`src/rtl/shm_pkg.sv`:
```
package shm_pkg;
  typedef enum logic {
    SEQ_IDLE = 1'b0,
    SEQ_RUN  = 1'b1
  } seq_state_e;
endpackage

```
`src/rtl/shm_ctrl.sv`:
```
module shm_ctrl #(
  parameter int WIDTH = 8
) (
  input  logic clk,
  input  logic restart,
  input  logic start,
  output logic load,
  output logic step,
  output logic busy,
  output logic done
);
  import shm_pkg::*;

  localparam int CNT_W = $clog2(WIDTH + 1);
  localparam logic [CNT_W-1:0] LAST_STEP = CNT_W'(WIDTH - 1);
  localparam logic [CNT_W-1:0] CNT_MAX   = CNT_W'(WIDTH);

  seq_state_e       state;
  logic [CNT_W-1:0] cnt;

  assign busy = (state == SEQ_RUN);
  assign step = busy;
  assign load = start && !busy && !restart;

  always_ff @(posedge clk) begin
    if (restart) begin
      state <= SEQ_IDLE;
      cnt   <= '0;
      done  <= 1'b0;
    end else begin
      done <= 1'b0;
      unique case (state)
        SEQ_IDLE: begin
          if (start) begin
            state <= SEQ_RUN;
            cnt   <= '0;
          end
        end
        SEQ_RUN: begin
          cnt <= cnt + 1'b1;
          if (cnt == LAST_STEP) begin
            state <= SEQ_IDLE;
            done  <= 1'b1;
          end
        end
        default: state <= SEQ_IDLE;
      endcase
    end
  end

  // done lasts exactly one cycle
  assert_done_pulse_R3: assert property (@(posedge clk) disable iff (restart)
    done |=> !done);
  // the final step is followed by done with busy dropped
  assert_done_after_last_R3: assert property (@(posedge clk) disable iff (restart)
    (step && cnt == LAST_STEP) |=> (done && !busy));
  // the counter never passes its last value
  assert_cnt_bound_R3: assert property (@(posedge clk) disable iff (restart)
    cnt <= CNT_MAX);
  // a start while running never raises a load
  assert_no_load_busy_R2: assert property (@(posedge clk) disable iff (restart)
    busy |-> !load);
endmodule

```
`src/rtl/shm_breg.sv`:
```
module shm_breg #(
  parameter int WIDTH = 8
) (
  input  logic             clk,
  input  logic             restart,
  input  logic             latch,
  input  logic             load_sel,
  input  logic [WIDTH-1:0] d,
  output logic             lsb
);
  logic [WIDTH-1:0] q;

  always_ff @(posedge clk) begin
    if (restart)
      q <= '0;
    else if (latch)
      q <= load_sel ? d : (q >> 1);
  end

  assign lsb = q[0];

  // a latch without load-select moves the multiplier right one place
  assert_b_shift_R7: assert property (@(posedge clk) disable iff (restart)
    (latch && !load_sel) |=> (q == ($past(q) >> 1)));
  // the multiplier only changes when latched
  assert_b_hold_R2: assert property (@(posedge clk) disable iff (restart)
    !latch |=> $stable(q));
endmodule

```
`src/rtl/shm_accum.sv`:
```
module shm_accum #(
  parameter int WIDTH = 8
) (
  input  logic               clk,
  input  logic               restart,
  input  logic               clr,
  input  logic               step,
  input  logic               add_en,
  input  logic [WIDTH-1:0]   mcand,
  output logic [2*WIDTH-1:0] acc
);
  localparam int PW = 2 * WIDTH;

  logic [WIDTH-1:0] addend;
  logic [WIDTH:0]   sum;

  assign addend = add_en ? mcand : '0;
  assign sum    = {1'b0, acc[PW-1:WIDTH]} + {1'b0, addend};

  always_ff @(posedge clk) begin
    if (restart || clr)
      acc <= '0;
    else if (step)
      acc <= {sum, acc[WIDTH-1:1]};
  end

  // the clear leaves the accumulator at zero
  assert_clear_zero_R1: assert property (@(posedge clk) disable iff (restart)
    (clr && !step) |=> (acc == '0));
  // a step with a zero multiplier bit is a pure right shift
  assert_skip_add_R7: assert property (@(posedge clk) disable iff (restart)
    (step && !clr && !add_en) |=> (acc == ($past(acc) >> 1)));
endmodule

```
`src/rtl/shiftadd_mult.sv`:
```
module shiftadd_mult #(
  parameter int WIDTH = 8
) (
  input  logic               clk,
  input  logic               restart,
  input  logic               start,
  input  logic [WIDTH-1:0]   a_in,
  input  logic [WIDTH-1:0]   b_in,
  output logic               busy,
  output logic               done,
  output logic [2*WIDTH-1:0] product
);
  logic             load;
  logic             step;
  logic             b_lsb;
  logic [WIDTH-1:0] a_q;

  shm_ctrl #(.WIDTH(WIDTH)) u_ctrl (
    .clk     (clk),
    .restart (restart),
    .start   (start),
    .load    (load),
    .step    (step),
    .busy    (busy),
    .done    (done)
  );

  always_ff @(posedge clk) begin
    if (restart)
      a_q <= '0;
    else if (load)
      a_q <= a_in;
  end

  shm_breg #(.WIDTH(WIDTH)) u_breg (
    .clk      (clk),
    .restart  (restart),
    .latch    (load | step),
    .load_sel (load),
    .d        (b_in),
    .lsb      (b_lsb)
  );

  shm_accum #(.WIDTH(WIDTH)) u_accum (
    .clk     (clk),
    .restart (restart),
    .clr     (load),
    .step    (step),
    .add_en  (b_lsb),
    .mcand   (a_q),
    .acc     (product)
  );

  // the multiplicand stays put across every running step
  assert_a_stable_R2: assert property (@(posedge clk) disable iff (restart)
    step |=> $stable(a_q));
  // an idle block without a start keeps its product
  assert_idle_hold_R5: assert property (@(posedge clk) disable iff (restart)
    (!busy && !start) |=> $stable(product));
  // an accepted start makes the block busy with a cleared product
  assert_accept_R1: assert property (@(posedge clk) disable iff (restart)
    (start && !busy) |=> (busy && product == '0));
  // restart empties the block at the next edge
  assert_restart_clear_R6: assert property (@(posedge clk)
    restart |=> (!busy && !done && product == '0));
endmodule

```
`config.mk`:
```
export PLATFORM = sky130hd
export DESIGN_NAME = shiftadd_mult
export DESIGN_NICKNAME = d
export VERILOG_FILES = /design/src/rtl/shm_pkg.sv /design/src/rtl/shm_ctrl.sv /design/src/rtl/shm_breg.sv /design/src/rtl/shm_accum.sv /design/src/rtl/shiftadd_mult.sv
export SDC_FILE = /design/constraint.sdc
export NUM_CORES = 1
export LEC_CHECK = 0
export BUFFER_PORTS_ARGS = -buffer_cell sky130_fd_sc_hd__buf_4
export CAP_MARGIN = 15
export CORE_UTILIZATION = 58
export CTS_CLUSTER_SIZE = 24
export DETAILED_ROUTE_END_ITERATION = 10
export PLACE_DENSITY = 0.84
export SETUP_SLACK_MARGIN = 0.5
export SYNTH_ARGS = -nofsm -noshare
export SYNTH_HDL_FRONTEND = slang
export SYNTH_SLANG_ARGS = --single-unit
```
`constraint.sdc`:
```
create_clock -name clk -period 5.6 [get_ports clk]
set_input_delay 0.84 -clock clk [delete_from_list [all_inputs] [get_ports clk]]
set_output_delay 0.84 -clock clk [all_outputs]
set_load 0.02 [all_outputs]
```
==> metrics.txt, run 1 <==
Most Used Layer, Global Route=met2; synth cell count leaders=dfxtp_1, nor2_1, a21oi_1; dominant cells by area after synthesis=dfxtp_1, mux2i_1, nor2_1; Fin. Hold Viols=0; GRT Resource Usage Total=around a quarter; Critical Path End Type=register; HPWL after DPL=between 2000 and 3000 µm; I/O pin total=37; number of detailed-route iterations in the first pass=4; Setup Skew=0.0109 ns; area share of the largest cell type after synthesis=between 40% and 50%; post-synth net total=about 240; ys async rst share=0%; Required @ worst endpoint=slightly below 6 ns; clock buffer depth=2; Initial Util=60.9%; Avg Cell Area, Syn=just under 9 µm²; global-route wire length before repair=approximately 5900 µm; Tcrit/Tclk final=a little under two fifths; Most used DFF post-synth=dfxtp_1; run status=complete, no violations; Via Count=1529; setup TNS=0 ns; row cnt=20; largest stage delay on the critical path=0.40 ns; area leader, netlist=dfxtp_1; Die Wd=between 50 and 60 µm; number of buffers created by CTS=5; post-route non-filler standard cell count=between 200 and 300; Antenna Nets Post-Route=0; CP Class=reg2reg; DR iter-0 viols=67; sequential-to-total area share from yosys stat=a little over 40%; met3 usage=under 10%; CTS H-tree lvls=2; RSZ-0062 raised after global routing=false; pwr dens=between 200 and 300 nW/µm²; DRC Markers=0; Clock Pin Slew Worst Setup and Hold Paths=about 0.12 ns; n_diodes=0; CP max stage cell=fa_1; crit path time final=around 2.1 ns; maximum vdd drop=239 µV; # resized after CTS=0; fraction of layout cells with a size suffix above 1=between 20% and 30%; Die ar.=between 3000 and 4000 µm²; met2 track demand over resource=a little over a third; DR WL/cell=between 10 and 15 µm; Slew @ Worst Pin=roughly 0.59 ns; largest net degree at the start of global routing=32; leakage=a little under 1 nW; Min Hold Slack=~0.46 ns; post-CTS setup buffer count=0; clk sinks=38; die height=between 50 and 60 µm; Cells after Synth=207; CTS tree=yes; final setup vio count=0; total placed cells including tap cells=277; vias per cell=around 5.4; WL final=around 3600 µm; Core ar.=between 3000 and 4000 µm²; GRT overflow=0; Final nets=around 270; Layout area overhead=21.0%; RePlAce Congestion=between 0.8 and 0.9; Post-synth EDFFs=0; vias in the first global route=1333; fmax=483 MHz; Ys Warns=0; #FFs+latches synth=38; met1 usage=a little under a third; worst path cell trace=and2_1 -> ha_1 -> fa_1 -> a21o_2 -> a221o_1 -> a21oi_1 -> a211oi_1; Clock Tree Root=clkbuf_4; worst hold path type=reg2reg; critical path fanouts, max=9; cell with the most instances after synthesis=dfxtp_1; port bufs=36; antenna violations before repair=0; Max Slew Vio Count=0; Post-Synthesis Cell Area=1840 µm²; Max-Slew Margin vs Limit=just over 60%; # Max-Cap Violations=0; clk_lat worst skew=between 0.3 and 0.4 ns; worst endpoint data arrival time=between 2 and 2.5 ns; # hold bufs at CTS=0; startpoint types=register; post-synthesis cell type count=39
-- cells by family after synthesis --
kind of cell / count (synthesis) / synth area share [%]
AOI/OAI and AO/OA: 41 / 14.3
buffers and inverters: 13 / 3.46
muxes: 18 / 9.78
and+or+nand+nor: 81 / 21.2
DFF: 38 / 41.3
xor gates and xnor gates: 6 / 2.85
adders and majority gates: 10 / 7.20
-- state kept, by name, summed over array words and instances, names as in the netlist --
register / count
u_ctrl.cnt: 4
u_breg.q: 8
a_q: 8
u_ctrl.busy: 1
u_accum.acc: 16
u_ctrl.done: 1
-- per-layer routing --
metal	part of all wire, %	routed length, µm	vias to the layer above
met1	50	1810	703
li1	-	-	785
met3	3.4	122	5
met2	45	1610	36
met4	1.6	57	0
met5	0	0	-
-- cell type report --
| cell class | count | area (µm²) |
|---|---|---|
| fillers | 217 | 797 |
| well taps | 44 | 55.1 |
| inverters | 2 | 7.51 |
| multi-input cells | 156 | 1020 |
| repair buffers | 37 | 278 |
| clock inverters | 2 | 60.1 |
| clock buffers | 6 | 51.3 |
| flip-flops and latches | 38 | 761 |
-- power by group --
group	switching (mW)	internal (mW)
logic	0.0319	0.0265
clock network	0.0901	0.151
registers	0.00774	0.279
total	0.130	0.457
-- final timing paths --
path                     from               to  slack, ns  depth (start not counted)
setup / recovery  u_breg.q[0]  u_accum.acc[15]       3.53                          7
hold / removal         a_q[5]           a_q[5]       0.46                          2
setup reg to reg  u_breg.q[0]  u_accum.acc[15]       3.53                          7
hold reg to reg        a_q[5]           a_q[5]       0.46                          2
-- worst max-delay path: cells and delay by family, from the launching register on --
family / cells / cell delay (ns)
AO/OA/AOI/OAI: 4 / 0.80
adder cells (fa/ha/maj): 2 / 0.60
flip-flops: 1 / 0.38
AND/OR/NAND/NOR: 1 / 0.17
-- per-stage QoR --
step | setup slack [ns] | utilization [%] | cell area (µm²) | total power [mW]
floorplan | 3.69 | - | 1840 | 0.333
global placement | 3.59 | 70.0 | 2120 | 0.350
detailed placement | 3.55 | 70.0 | 2120 | 0.351
CTS | 3.53 | 73.7 | 2230 | 0.590
global route | 3.39 | 73.7 | 2230 | 0.608
finish | 3.53 | 73.7 | 2230 | 0.587
-- placed cells by master, fill, tap and decap left out, drive strengths merged --
| cell type | netlist | routed |
|---|---|---|
| bufinv | 0 | 2 |
| o211ai | 1 | 1 |
| xor2 | 2 | 2 |
| o21ai | 4 | 4 |
| inv | 2 | 2 |
| o22ai | 2 | 2 |
| and2 | 9 | 9 |
| nand2b | 6 | 6 |
| dfxtp | 38 | 38 |
| nand2 | 19 | 19 |
| mux2i | 18 | 18 |
| and3 | 2 | 2 |
| a211oi | 2 | 2 |
| a22oi | 1 | 1 |
| a21boi | 1 | 1 |
| nand3 | 3 | 3 |
| a221o | 1 | 1 |
| a32oi | 2 | 2 |
| buf | 8 | 37 |
| or4 | 1 | 1 |
| xnor2 | 4 | 4 |
| or4b | 1 | 1 |
| clkbuf | 3 | 6 |
| o22a | 1 | 1 |
| nor3 | 3 | 3 |
| nor2b | 1 | 1 |
| ha | 9 | 9 |
| nand3b | 1 | 1 |
| nand4 | 1 | 1 |
| fa | 1 | 1 |
| or3b | 1 | 1 |
| nor2 | 33 | 33 |
| a21o | 2 | 2 |
| a21oi | 24 | 24 |
Note: power is estimated with default switching activity, not from simulation.
==> inputs of run 2 (changes only) <==
--- a/config.mk
+++ b/config.mk
@@ -7,10 +7,10 @@
 export LEC_CHECK = 0
 export BUFFER_PORTS_ARGS = -buffer_cell sky130_fd_sc_hd__buf_4
 export CAP_MARGIN = 15
-export CORE_UTILIZATION = 58
+export CORE_UTILIZATION = 54
 export CTS_CLUSTER_SIZE = 24
 export DETAILED_ROUTE_END_ITERATION = 10
-export PLACE_DENSITY = 0.84
+export PLACE_DENSITY = 0.79
 export SETUP_SLACK_MARGIN = 0.5
 export SYNTH_ARGS = -nofsm -noshare
 export SYNTH_HDL_FRONTEND = slang
==> constraint.sdc (replaced) <==
create_clock -name clk -period 2.1 [get_ports clk]
set_input_delay 0.315 -clock clk [delete_from_list [all_inputs] [get_ports clk]]
set_output_delay 0.315 -clock clk [all_outputs]
set_load 0.02 [all_outputs]
==> run 2 against run 1 <==
First-iteration DRC count grew 7.5%. Sequential cell count is the same. Final cell count grew 1.4%. Combinational power rose to 2.9 times the previous value.
==> metrics.txt, run 2 (same netlist as run 1, synthesis figures left out) <==
Logic pwr share=13.1% (+3.1 points); Via Count=1566 (+2.4%); Most Used Layer, Global Route=met2; Regs by FF count=u_accum.acc x16, a_q x8, u_breg.q x8; Die Wd=60.4 µm (+3.5%); run status=complete, no violations; worst path cell trace=and2_4 -> ha_4 -> fa_2 -> a21o_2 -> buf_4 -> a21oi_2 -> xor2_1 -> o22ai_1; clk_lat worst skew=0.34 ns (about the same); port bufs=36 (unchanged); HPWL after DPL=2510 µm (-0.79%); RSZ-0062 raised after global routing=true; Final nets=274 (+1.9%); # Max-Cap Violations=0 (unchanged); RePlAce Congestion=0.845 (-5.2%); met1 usage=28.4% (-2.5 points); Largest register FFs=16 (unchanged); Setup WS post-layout=0.186 ns (-3.34 ns); CTS tree=yes; Max Slew Vio Count=0 (unchanged); area taken by multi-input logic gates=1060 µm² (+4.5%); clk sinks=38 (unchanged); number of detailed-route iterations in the first pass=4 (unchanged); Die ar.=3650 µm² (+7.1%); Layout area overhead=22.5%; cell area after layout=2260 µm² (+1.2%); maximum vdd drop=414 µV (+73%); fraction of layout cells with a size suffix above 1=27.3% (+5.4 points); global-route wire length before repair=6110 µm (+3.5%); startpoint types=register; Top delay family on crit path=adder cells; Setup Skew=0.00602 ns (-0.00487 ns); Clock Power Share=28.0% (-13 points); DR iter-0 viols=72 (+7.5%); Fin. Hold Viols=0 (unchanged); I/O pin total=37 (unchanged); Max-Slew Margin vs Limit=58.4% (-2.6 points); commonest cells after routing, fill and taps aside=buf_4, dfxtp_1, nor2_1; worst hold path type=in2reg; pre-CTS WS=0.172 ns (-3.38 ns); Antenna Nets Post-Route=0 (unchanged); largest stage delay on the critical path=0.38 ns (-0.02 ns); largest register by flop count=u_accum.acc; Seq. cell area=764 µm² (+0.49%); n_diodes=0 (unchanged); Critical Path End Type=register; pwr dens=572 nW/µm² (+120%); row cnt=20 (unchanged); clock buffer depth=2 (unchanged); Sw Ratio=27.1% (+5.0 points); vias in the first global route=1411 (+5.9%); Slew @ Worst Pin=0.623 ns (+0.0373 ns); critical path fanouts, max=6 (-3); WL final=3760 µm (+4.4%); antenna violations before repair=0 (unchanged); GRT Resource Usage Total=22.7% (-0.59 points); number of fill cells=256 (+18%); met3 usage=4.69% (-1.7 points); final setup vio count=0 (unchanged); commonest non-fill, non-tap cell in the layout=buf_4; DRC Markers=0 (unchanged); setup TNS=0 ns (unchanged); GRT overflow=0 (unchanged); CTS H-tree lvls=2 (unchanged); fmax=522 MHz (+8.1%); worst path bufs/invs=1 (+1); post-route non-filler standard cell count=289 (+1.4%); crit path time final=1.91 ns (-0.156 ns); CP Class=reg2reg; Clock Pin Slew Worst Setup and Hold Paths=0.11 ns (about the same); Int Power=0.942 mW (+110%); leakage=0.968 nW (-1.3%); Required @ worst endpoint=2.32 ns (-3.51 ns); worst endpoint data arrival time=2.14 ns (-0.16 ns); Cell Area, Placed=2130 µm² (+0.65%); die height=60.4 µm (+3.5%); Initial Util=58.5% (-2.4 points); register share of total power=58.9% (+10 points); total placed cells including tap cells=278 (+0.36%); CP max stage cell=dfxtp_4; Core ar.=3150 µm² (+4.1%); met2 track demand over resource=36.7% (+0.45 points); largest net degree at the start of global routing=32 (unchanged); P_sw=0.350 mW (+170%); DR WL/cell=13.0 µm (+3.0%); Clock Tree Root=clkbuf_4; number of buffers created by CTS=5 (unchanged); vias per cell=5.42 (+1.0%); Tcrit/Tclk final=91.1% (+54 points)
run 2: cell count changes in the layout (fill, tap and decap cells not counted), sizes merged:
cell / before / now
clkbuf: 6 / 5
clkinv: 0 / 2
bufinv: 2 / 0
buf: 37 / 42
run 2: power by group through the flow:
stage,clock network (mW),registers (mW),logic (mW)
after detailed placement,0,0.778,0.164
after floorplan,0,0.778,0.112
after global routing,0.406,0.765,0.188
after CTS,0.371,0.760,0.167
after global placement,0,0.777,0.162
final,0.362,0.761,0.170
run 2: final timing paths:
kind | cells past startpoint | slack, ns | end | startpoint
hold reg to reg | 2 | 0.46 | a_q[2] | a_q[2]
setup reg to reg | 8 | 0.19 | u_accum.acc[11] | u_breg.q[0]
hold / removal | 3 | 0.21 | a_q[4] | a_in[4]
setup / recovery | 8 | 0.19 | u_accum.acc[11] | u_breg.q[0]
run 2: worst register-to-register path, cell delays in order, from the launching register on:
cell and delay, ns:
dfxtp_4 0.38, and2_4 0.14, ha_4 0.15, fa_2 0.34, a21o_2 0.23, buf_4 0.13, a21oi_2 0.13, xor2_1 0.20
o22ai_1 0.09
run 2: per-stage QoR:
step	power, mW	hold slack [ns]	util, %
2_1_floorplan	0.890	0.432	-
3_3_place_gp	0.939	0.440	67.7
3_5_place_dp	0.941	0.447	67.7
4_1_cts	1.30	0.197	70.4
5_1_grt	1.36	0.186	71.6
6_report	1.29	0.207	71.6
run 2: area by class of cell:
cell class / instances / share of cell area (%)
Clock buffer: 5 / 1.66
Clock inverter: 2 / 0.443
Inverter: 2 / 0.332
Multi-Input combinational cell: 156 / 47.1
Sequential cell: 38 / 33.9
Tap cell: 44 / 2.44
Timing Repair Buffer: 42 / 14.1
run 2: what timing repair did:
item,CTS,global route
setup endpoints to repair,6,8
gates cloned,0,0
pin swaps,5,3
hold buffers,0,0
buffers inserted,2,2
gates resized for setup,6,4
run 2: per-layer routing:
layer,up-vias,routed length (µm)
li1,789,-
met4,0,64
met5,-,0
met3,8,183
met2,40,1770
met1,729,1730
==> inputs of run 3 (changes only) <==
--- a/config.mk
+++ b/config.mk
@@ -7,11 +7,12 @@
 export LEC_CHECK = 0
 export BUFFER_PORTS_ARGS = -buffer_cell sky130_fd_sc_hd__buf_4
 export CAP_MARGIN = 15
-export CORE_UTILIZATION = 54
+export CORE_UTILIZATION = 45
 export CTS_CLUSTER_SIZE = 24
 export DETAILED_ROUTE_END_ITERATION = 10
-export PLACE_DENSITY = 0.79
+export PLACE_DENSITY = 0.67
 export SETUP_SLACK_MARGIN = 0.5
 export SYNTH_ARGS = -nofsm -noshare
 export SYNTH_HDL_FRONTEND = slang
+export SYNTH_HIERARCHICAL = 1
 export SYNTH_SLANG_ARGS = --single-unit
==> run 3 against run 2 <==
Clock-buffer cell count increased by 1. Non-clock buffer count up 1. Area after synthesis up 0.27%. Total power rose by 10%. Clock power increased by 30%. Utilization is 9.2 points lower. Sequential power up 0.7%. First-iteration DRC count shrank 17%. Wire length decreased by 0.90%. Sequential share of layout area down 1.6 points.
==> metrics.txt, run 3 <==
run status=complete, no violations; crit path time final=1.83 ns (-0.0823 ns); critical path depth in cells=7 (-1); DR WL/cell=13.1 µm (+0.49%); fraction of layout cells with a size suffix above 1=30.4% (+3.0 points); largest register by flop count=u_accum/acc; Regs by FF count=u_accum/acc x16, a_q x8, u_breg/q x8; R2R depth=7 (-1); cell area after layout=2370 µm² (+5.0%); Post-synth EDFFs=0 (unchanged); synth cell count leaders=dfxtp_1, nor2_1, mux2i_1; Layout area overhead=28.3%; clk sinks=38 (unchanged); Final nets=266 (-2.9%); dominant cells by area after synthesis=dfxtp_1, mux2i_1, nor2_1; fmax=546 MHz (+4.5%); Initial Util=48.6% (-9.8 points); Core ar.=3800 µm² (+20%); I/O pin total=37 (unchanged); Required @ worst endpoint=2.28 ns (-0.04 ns); sequential-to-total area share from yosys stat=41.2% (-0.11 points); GRT overflow=0 (unchanged); setup TNS=0 ns (unchanged); RePlAce Congestion=0.807 (-4.5%); vias per cell=5.29 (-2.4%); worst endpoint data arrival time=2.01 ns (-0.13 ns); area leader, netlist=dfxtp_1; HPWL after DPL=2730 µm (+8.8%); pwr dens=600 nW/µm² (+4.8%); startpoint types=register; DRC Markers=0 (unchanged); largest net degree at the start of global routing=37 (+16%); R2R Setup Slk=0.27 ns (+0.08 ns); Ys Warns=6 (+6); largest stage delay on the critical path=0.37 ns (about the same); Post-Synthesis Cell Area=1850 µm² (+0.27%); # Max-Cap Violations=0 (unchanged); worst path cell trace=and2_4 -> ha_4 -> fa_2 -> a211o_2 -> a21oi_2 -> o21ai_1 -> a41o_1; Antenna Nets Post-Route=0 (unchanged); Die Wd=66.1 µm (+9.4%); Fin. Hold Viols=0 (unchanged); number of buffers created by CTS=5 (unchanged); Setup Skew=0.00520 ns (-0.000822 ns); Logic pwr share=13.1% (about the same); CP endpoint=u_accum/acc[13]; critical path fanouts, max=4 (-2); Clock Tree Root=clkbuf_8; final setup vio count=0 (unchanged); Clock Power Share=33.0% (+5.0 points); Cell Area, Placed=2160 µm² (+1.5%); area share of the largest cell type after synthesis=41.2% (-0.11 points); Avg Cell Area, Syn=9.29 µm² (+4.3%); P_sw=0.355 mW (+1.3%); Worst R2R Start=u_breg/q[0]; #FFs+latches synth=38 (unchanged); worst path bufs/invs=0 (-1); RSZ-0062 raised after global routing=true; Die ar.=4370 µm² (+20%); GRT Resource Usage Total=19.0% (-3.7 points); Critical path origin=u_breg/q[0]; port bufs=36 (unchanged); antenna violations before repair=0 (unchanged); leakage=0.957 nW (-1.1%); # hold bufs at CTS=0 (unchanged); Most used DFF post-synth=dfxtp_1; Slew @ Worst Pin=0.508 ns (-0.115 ns); row cnt=22 (+10%); Tcrit/Tclk final=87.2% (-3.9 points); die height=66.1 µm (+9.4%); Cells after Synth=199 (-3.9%); CP Class=reg2reg; n_diodes=0 (unchanged); Max Slew Vio Count=0 (unchanged); vias in the first global route=1429 (+1.3%); commonest cells after routing, fill and taps aside=buf_4, dfxtp_1, nor2_1; post-synthesis cell type count=37 (-5.1%); Int Power=1.07 mW (+13%); Via Count=1507 (-3.8%); number of detailed-route iterations in the first pass=4 (unchanged); WL final=3720 µm (-0.90%); Clock Pin Slew Worst Setup and Hold Paths=0.07 ns (-0.04 ns); commonest non-fill, non-tap cell in the layout=buf_4; Top delay family on crit path=compound AO/OA/AOI/OAI gates; maximum vdd drop=454 µV (+9.7%); Max-Slew Margin vs Limit=66.0% (+7.6 points); CP max stage cell=fa_2; cell with the most instances after synthesis=dfxtp_1; worst hold path type=in2reg; ys async rst share=0% (unchanged); clk_lat worst skew=0.28 ns (-0.06 ns); post-synth net total=228 (-3.4%); DR iter-0 viols=60 (-17%); register share of total power=53.9% (-5.0 points); CTS tree=yes; Largest register FFs=16 (unchanged); CTS H-tree lvls=2 (unchanged); Worst R2R End=u_accum/acc[13]; total power=1.42 mW (+10%); Critical Path End Type=register; Sw Ratio=25.0% (-2.2 points); clock buffer depth=2 (unchanged); global-route wire length before repair=6200 µm (+1.5%)
## run 3: cell types whose count changed after synthesis, sizes merged, moves of 3 or more
cell and change:
xnor2 -3, nor3b +4, nand2 -15, nor3 -3
nand3 +6, mux2i +7, a211oi +8, a21oi -11
## run 3: worst min-delay path by stage
stage                      from             to  cells after the start
floorplan               restart  u_ctrl/cnt[3]                      1
global placement    u_breg/q[7]    u_breg/q[7]                      2
detailed placement  u_breg/q[7]    u_breg/q[7]                      2
CTS                     a_in[2]         a_q[2]                      3
global route            a_in[1]         a_q[1]                      3
finish                  a_in[2]         a_q[2]                      3
## run 3: area by class of cell
| type | count | area [µm²] |
|---|---|---|
| Timing Repair Buffer | 43 | 327 |
| Sequential cell | 38 | 764 |
| Multi-Input combinational cell | 146 | 1130 |
| Inverter | 3 | 11.3 |
| Tap cell | 48 | 60.1 |
| Clock inverter | 1 | 7.51 |
| Fill cell | 313 | 1430 |
| Clock buffer | 6 | 72.6 |
## run 3: power groups by stage
| stage | Combinational (mW) | Clock (mW) | Sequential [mW] |
|---|---|---|---|
| 6_report | 0.186 | 0.470 | 0.766 |
| 5_1_grt | 0.205 | 0.529 | 0.769 |
| 4_1_cts | 0.183 | 0.488 | 0.766 |
| 3_5_place_dp | 0.175 | 0 | 0.784 |
| 3_3_place_gp | 0.168 | 0 | 0.781 |
| 2_1_floorplan | 0.118 | 0 | 0.784 |
## run 3: cell families after synthesis
family | synth area share [%]
and+or+nand+nor | 19.7
xor gates and xnor gates | 0.474
AOI/OAI and AO/OA | 13.3
buffers and inverters | 4.67
muxes | 13.5
DFF | 41.2
adders and majority gates | 7.18
## run 3: metrics by stage
step	instances	util (%)	setup slack [ns]	hold slack (ns)
finish	285	62.4	0.268	0.264
global route	285	62.4	0.198	0.263
CTS	284	61.7	0.264	0.256
detailed placement	276	57.0	0.208	0.471
global placement	276	57.0	0.241	0.454
floorplan	199	-	0.294	0.384
## run 3: what timing repair did
| action | CTS | global route |
|---|---|---|
| hold endpoints to repair | 0 | 0 |
| resized for setup | 13 | 4 |
| buffers inserted | 1 | 1 |
| pin swaps | 6 | 7 |
| setup endpoints to repair | 7 | 6 |
## run 3: worst reg2reg max path: cells and delay by family (launching register included)
family          cells  cell delay (ns)
compound gates      4             0.73
flops               1             0.35
fa+ha+maj           2             0.53
simple gates        1             0.14
## run 3: layer usage
layer / routed length (µm) / GRT usage (%) / vias to the layer above
met5: 0 / 0 / -
met4: 23 / 6.38 / 0
met3: 134 / 6.55 / 2
met2: 1910 / 32.5 / 19
met1: 1650 / 22.0 / 712
li1: - / - / 774
